[config.mk]
export PLATFORM = sky130hd
export DESIGN_NAME = gpio_irq_port
export DESIGN_NICKNAME = d
export VERILOG_FILES = /design/src/rtl/gpio_irq_port.sv
export SDC_FILE = /design/constraint.sdc
export NUM_CORES = 1
export LEC_CHECK = 0
export BUFFER_PORTS_ARGS = -buffer_cell sky130_fd_sc_hd__buf_4
export CORE_MARGIN = 2
export CORE_UTILIZATION = 56
export DETAILED_ROUTE_END_ITERATION = 7
export GPL_TIMING_DRIVEN = 0
export PLACE_DENSITY = 0.87
export SLEW_MARGIN = 20
export SYNTH_ARGS = -nofsm -noshare
export SYNTH_HDL_FRONTEND = slang
export SYNTH_SLANG_ARGS = --single-unit
[constraint.sdc]
create_clock -name clk -period 2.34 [get_ports clk]
set_clock_uncertainty 0.15 [all_clocks]
set_input_delay 0.234 -clock clk [delete_from_list [all_inputs] [get_ports clk]]
set_output_delay 0.234 -clock clk [all_outputs]
set_load 0.01 [all_outputs]
[src/rtl/gpio_irq_port.sv]
module gpio_irq_port #(
  parameter int NPINS = 16
) (
  input  logic             clk,
  input  logic             rst_n,
  input  logic             bus_valid,
  input  logic             bus_write,
  input  logic [5:0]       bus_addr,
  input  logic [31:0]      bus_wdata,
  output logic [31:0]      bus_rdata,
  input  logic [NPINS-1:0] pad_in,
  output logic [NPINS-1:0] pad_out,
  output logic [NPINS-1:0] pad_oe,
  output logic             irq
);
  localparam int HI = 16;
  localparam logic [5:0] A_MODE = 6'h00;
  localparam logic [5:0] A_DATA = 6'h08;
  localparam logic [5:0] A_PIN  = 6'h10;
  localparam logic [5:0] A_TYPE = 6'h18;
  localparam logic [5:0] A_IEN  = 6'h1C;
  localparam logic [5:0] A_SRC  = 6'h20;

  logic [2*NPINS-1:0] mode_q;
  logic [NPINS-1:0] dout_q, dprev_q, type_q, ien_lo, ien_hi, src_q;
  logic [NPINS-1:0] sync1_q, sync2_q, last_q;
  logic [NPINS-1:0] rise, fall, det, clr, pulse;
  logic wr;

  assign wr    = bus_valid && bus_write;
  assign rise  = sync2_q & ~last_q;
  assign fall  = ~sync2_q & last_q;
  assign det   = (type_q & ((ien_hi & sync2_q) | (ien_lo & ~sync2_q)))
               | (~type_q & ((ien_hi & rise) | (ien_lo & fall)));
  assign clr   = (wr && bus_addr == A_SRC) ? bus_wdata[NPINS-1:0] : '0;
  assign pulse = dout_q & ~dprev_q;
  assign irq   = |src_q;
  assign pad_out = pad_oe & dout_q;

  always_ff @(posedge clk) begin
    if (!rst_n) begin
      mode_q  <= '0;
      dout_q  <= '0;
      dprev_q <= '0;
      type_q  <= '0;
      ien_lo  <= '0;
      ien_hi  <= '0;
      src_q   <= '0;
      sync1_q <= '0;
      sync2_q <= '0;
      last_q  <= '0;
    end else begin
      sync1_q <= pad_in;
      sync2_q <= sync1_q;
      last_q  <= sync2_q;
      dprev_q <= dout_q;
      src_q   <= (src_q & ~clr) | det;
      if (wr && bus_addr == A_MODE) mode_q <= bus_wdata[2*NPINS-1:0];
      if (wr && bus_addr == A_DATA) dout_q <= bus_wdata[NPINS-1:0];
      if (wr && bus_addr == A_TYPE) type_q <= bus_wdata[NPINS-1:0];
      if (wr && bus_addr == A_IEN) begin
        ien_lo <= bus_wdata[NPINS-1:0];
        ien_hi <= bus_wdata[HI+NPINS-1:HI];
      end
    end
  end

  always_comb begin
    for (int i = 0; i < NPINS; i++) begin
      case (mode_q[2*i +: 2])
        2'd0:    pad_oe[i] = 1'b0;
        2'd1:    pad_oe[i] = 1'b1;
        2'd2:    pad_oe[i] = ~dout_q[i];
        default: pad_oe[i] = ~dout_q[i] | pulse[i];
      endcase
    end
  end

  always_comb begin
    bus_rdata = '0;
    case (bus_addr)
      A_MODE: bus_rdata[2*NPINS-1:0] = mode_q;
      A_DATA: bus_rdata[NPINS-1:0]   = dout_q;
      A_PIN:  bus_rdata[NPINS-1:0]   = sync2_q;
      A_TYPE: bus_rdata[NPINS-1:0]   = type_q;
      A_IEN: begin
        bus_rdata[NPINS-1:0]       = ien_lo;
        bus_rdata[HI+NPINS-1:HI]   = ien_hi;
      end
      A_SRC:  bus_rdata[NPINS-1:0]   = src_q;
      default: bus_rdata = '0;
    endcase
  end
endmodule

==> metrics.yaml, run 1 <==
outcome: "finished clean"
cts-buffers-inserted: 17
netlist_area_um2: 7526
p_leak_uw: 0.004376
final_area_um2: 9858
async_flop_share_pct: 0
first_pass_iters: 6
die_x_um: 119.9
power_density_nw_per_um2: 668.7
syn_inst: 870
multi_input_area_um2: 3674
holdPathEnd: "mode_q[31]$_SDFFE_PN0P_"
fin_setup_tns_ns: 0
first_global_vias: 7144
setup_viol: 0
critPathKind: "in2out"
cts.path.max_buffers: 2
postPlaceCellArea_um2: 8655
power_uw: 6592
gp_congestion: 0.9645
ant_nets: 0
grt_overflow: 0
synth_seq_area_share_pct: 46.82
post_drt_wl_per_cell_um: 20.00
reg2reg_depth: 3
ys_ff_latch: 176
cp_max_fo: 10
synth_flop_cell: "dfxtp_1"
grt_max_degree: 17
register_area_um2: 3523
groute.usage.overall_pct: 34.49
drt_wl_total_um: 24980
maxCapViolations: 0
drtIter0Drc: 1056
cp.arrival_ns: 1.93
vias_per_cell: 5.862
synth_top_cell_by_area: "dfxtp_1"
reg2reg_from: "sync2_q[14]$_SDFF_PN0_"
min_period_over_period_pct: 98.84
yosysMostFrequentCell: "nand2_1"
synth_edf_count: 0
initial_core_util_pct: 57.06
hold_depth: 4
netlist_top_cells_count: "nand2_1, dfxtp_1, a21boi_1"
vdd_drop_max_mv: 0.4334
syn_to_final_growth_pct: 30.99
ios: 123
ys_warn_count: 0
clock_sinks: 176
clk_latency_ns: 0.44
vias: 7322
worst_slew_pin_slew_ns: 0.7757
rsz0062_at_grt: "no"
cts-htree-levels: 4
core-area_um2: 13190
worstSetupStartpointType: "primary input"
worstSetupEndpointType: "output pin"
min_period_ns: 2.313
antennaDiodeCount: 0
synth_area_leaders: "dfxtp_1, nand2_1, mux2_2, a21boi_1, and2_1"
tritoncts: "done"
hp-start: "bus_addr[4]"
die_h_um: 119.9
nets: 1118
regToRegSetupSlack_ns: 1.05
synth.avg_cell_area_um2: 8.651
portBuffers: 121
critPathRequiredTime_ns: 1.96
yosysTopAreaCellShare_pct: 46.82
cts_root_buffer: "clkbuf_16"
drive_gt1_share_pct: 20.78
hold_viol_final: 0
yosysUniqueCellTypes: 34
slew_headroom_pct: 48.29
clk_pin_slew_ns: 0.06
dieArea_um2: 14380
grt_pass1_wl_um: 37720
fmax_mhz: 432.3
place_hpwl_um: 16410
hold_path.class: "in2reg"
r2r-end: "src_q[14]$_SDFF_PN0_"
drc_errors: 0
nFillCells: 914
syn_nets: 928
finalMaxSlewViolations: 0
antenna_found_initial: 0
num_rows: 42
cell families (layout without fill, tap and decap cells):
group           count (synthesis)  after routing  synth area share (%)
compound gates                185            185                 17.37
xor+xnor                       16             16                 1.862
buf+inv                        87            290                 4.771
flops                         176            176                 46.82
mux                            56             56                 8.096
simple gates                  350            350                 21.08
flip-flops by register name (all words and copies together) (netlist names):
register / count
mode_q: 32
dout_q: 16
dprev_q: 16
ien_hi: 16
ien_lo: 16
last_q: 16
src_q: 16
sync1_q: 16
sync2_q: 16
type_q: 16
power by group:
| part | switching [µW] | internal (µW) | leakage [µW] |
|---|---|---|---|
| sequential | 27.0 | 3030 | 0.00143 |
| clock | 1220 | 1920 | 0.000310 |
| combinational | 199 | 191 | 0.00264 |
metal layers:
| layer | track usage, % | up-vias | part of all wire [%] |
|---|---|---|---|
| met5 | 0 | - | 0 |
| met4 | 19.85 | 0 | 5.5 |
| met3 | 8.080 | 118 | 12 |
| met2 | 54.90 | 529 | 45 |
| met1 | 42.78 | 3368 | 37 |
| li1 | - | 3307 | - |
worst max path at each step:
stage                start             to  slack [ns]
2_1_floorplan  bus_addr[1]  bus_rdata[10]        0.26
3_3_place_gp   bus_addr[1]  bus_rdata[14]       -0.40
3_5_place_dp   bus_addr[1]  bus_rdata[14]       -0.41
4_1_cts        bus_addr[1]  bus_rdata[14]        0.01
5_1_grt        bus_addr[1]   bus_rdata[7]        0.01
6_report       bus_addr[1]   bus_rdata[7]        0.03
critical path, stage by stage:
cell	delay, ns
buf_4	0.12
or4_1	0.51
buf_2	0.21
nor2_4	0.19
clkbuf_4	0.27
a22oi_1	0.09
nand2_1	0.14
buf_4	0.14
placed cells by master (no fill, tap or decap), types with 16 or more instances in the layout:
master,Yosys,routed
a22oi_1,31,31
nand3_1,16,16
xor2_1,16,16
o21ai_0,41,41
dlygate4sd3_1,0,48
a21o_1,16,16
o211ai_1,16,16
a21boi_1,53,53
a22o_1,16,16
mux2i_1,17,17
and3_1,17,17
mux2_2,39,39
dfxtp_1,176,176
inv_1,33,33
buf_4,0,126
clkbuf_16,0,17
and2_1,49,49
nand2_1,248,248
clkbuf_1,41,32
what timing repair did:
action                                  4_1_cts  5_1_grt
hold buffers                                 48        0
buffers inserted                              1        2
gates resized for setup                      18        3
cloned                                        0        0
pin swaps                                     0        1
endpoints found under the hold margin       115        0
endpoints found under the setup margin       23       20
through the flow:
stage	util [%]	instances	hold slack, ns	worst slack [ns]
floorplan	-	870	0.2057	0.2604
global placement	65.61	1167	0.2635	-0.4008
detailed placement	65.61	1167	0.2669	-0.4117
CTS	74.52	1247	0.01244	0.01022
global route	74.74	1249	0.04262	0.01097
finish	74.74	1249	0.01939	0.02703
area by class of cell:
| cell class | count | area share (%) |
|---|---|---|
| flip-flops and latches | 176 | 35.74 |
| clock buffers | 19 | 4.493 |
| plain buffers | 53 | 2.576 |
| inverters | 33 | 1.257 |
| clock inverters | 13 | 2.120 |
| repair buffers | 172 | 14.32 |
| well taps | 176 | 2.234 |
| multi-input cells | 607 | 37.26 |
Note: power is estimated with default switching activity, not from simulation.
==> run 2, diff against run 1 <==
Settings changed: BUFFER_PORTS_ARGS -buffer_cell sky130_fd_sc_hd__buf_4 to unset, CORE_UTILIZATION 56 to 46, DONT_BUFFER_PORTS set to 1, PLACE_DENSITY 0.87 to 0.69.
==> metrics.yaml, run 2 (synthesis gave the netlist of run 1 again) <==
outcome: "finished clean"
fmax_mhz: 441.0
ios: 123
p_clk_share_pct: 46.2
groute.usage.overall_pct: 27.38
drtIter0Drc: 671
critPathRequiredTime_ns: 1.96
p_int_uw: 4778
worstSetupEndpointType: "output pin"
rsz0062_at_grt: "no"
final_common_cell: "nand2_1"
cts-htree-levels: 4
seqPwrFrac_pct: 48.9
largest_register_ffs: 32
swShare_pct: 23.54
num_rows: 46
slew_headroom_pct: 47.52
drive_gt1_share_pct: 10.61
grt_overflow: 0
ant_nets: 0
drt_wl_total_um: 23750
p_leak_uw: 0.003731
worstSetupStartpointType: "primary input"
combPwrFrac_pct: 4.9
worst_slew_pin_slew_ns: 0.7873
min_period_ns: 2.268
power_uw: 6250
maxCapViolations: 0
syn_to_final_growth_pct: 18.65
critPathKind: "in2out"
vdd_drop_max_mv: 0.5355
vias_per_cell: 5.565
nFillCells: 1478
antenna_found_initial: 1
cts_root_buffer: "clkbuf_16"
post-route-util_pct: 56.01
p_sw_uw: 1471
grt_pass1_wl_um: 36510
place_hpwl_um: 16690
finalMaxSlewViolations: 0
hold_viol_final: 0
clock_sinks: 176
whs_ns: 0.06800
min_period_over_period_pct: 96.91
post_drt_wl_per_cell_um: 20.31
gp_congestion: 0.9214
hold_path.class: "in2reg"
tritoncts: "done"
clk_pin_slew_ns: 0.07
dieArea_um2: 17400
power_density_nw_per_um2: 699.9
setup_viol: 0
final_cell_mix: "nand2_1, dfxtp_1, a21boi_1"
initial_core_util_pct: 47.21
top_register: "mode_q"
grt_max_degree: 17
cts.path.max_buffers: 2
first_global_vias: 6314
cts-buffers-inserted: 17
clk_latency_ns: 0.44
fin_setup_tns_ns: 0
vias: 6506
portBuffers: 0
drc_errors: 0
die_x_um: 131.9
core-area_um2: 15940
nets: 998
cp_max_fo: 10
cp.arrival_ns: 1.88
first_pass_iters: 5
die_h_um: 131.9
run 2: power by group through the flow:
stage               sequential (µW)  clock [µW]  combinational [µW]
finish                         3060        2890                 306
global route                   3060        3020                 325
CTS                            3060        2900                 301
detailed placement             3130           0                 213
global placement               3120           0                 210
floorplan                      3120           0                 140
run 2: critical path, stage by stage:
cell and delay [ns]:
or4_1 0.53, buf_2 0.20, nor2_2 0.30, clkbuf_4 0.32, a22oi_1 0.12, nand2_1 0.17
run 2: layer usage:
| metal | GRT usage, % | share of wire (%) | up-vias |
|---|---|---|---|
| met1 | 34.82 | 42 | 3069 |
| met5 | 0 | 0 | - |
| met2 | 42.97 | 45 | 301 |
| met4 | 12.92 | 3.8 | 0 |
| li1 | - | - | 3083 |
| met3 | 7.766 | 9.5 | 53 |
run 2: worst paths after layout:
check / from / endpoint / slack [ns] / cells past startpoint
hold / removal: bus_addr[4] / mode_q[22]$_SDFFE_PN0P_ / 0.07 / 4
setup / recovery: bus_addr[1] / bus_rdata[7] / 0.07 / 6
setup reg to reg: sync2_q[13]$_SDFF_PN0_ / src_q[13]$_SDFF_PN0_ / 1.08 / 3
hold reg to reg: sync1_q[12]$_SDFF_PN0_ / sync2_q[12]$_SDFF_PN0_ / 0.27 / 1
run 2: stage by stage:
| stage | area, µm² | instances | setup WS, ns |
|---|---|---|---|
| floorplan | 7526 | 870 | 0.2604 |
| global placement | 7796 | 1086 | -0.3218 |
| detailed placement | 7796 | 1086 | -0.2990 |
| CTS | 8907 | 1167 | 0.02440 |
| global route | 8930 | 1169 | 0.005692 |
| finish | 8930 | 1169 | 0.07221 |
run 2: cell type report:
cell class | count | area [µm²] | share of cell area, %
Tap cell | 216 | 270.3 | 3.026
Buffer | 53 | 249.0 | 2.788
Clock buffer | 18 | 439.2 | 4.918
Sequential cell | 176 | 3523 | 39.46
Multi-Input combinational cell | 607 | 3655 | 40.93
Timing Repair Buffer | 52 | 515.5 | 5.773
Clock inverter | 13 | 151.4 | 1.695
Inverter | 33 | 123.9 | 1.387
Antenna cell | 1 | 2.502 | 0.02802
run 2: what timing repair did:
action,in CTS,in global routing
hold buffers,50,0
pin swaps,0,0
endpoints found under the setup margin,20,15
gates resized for setup,10,10
hold endpoints to repair,128,0
setup buffers,0,2
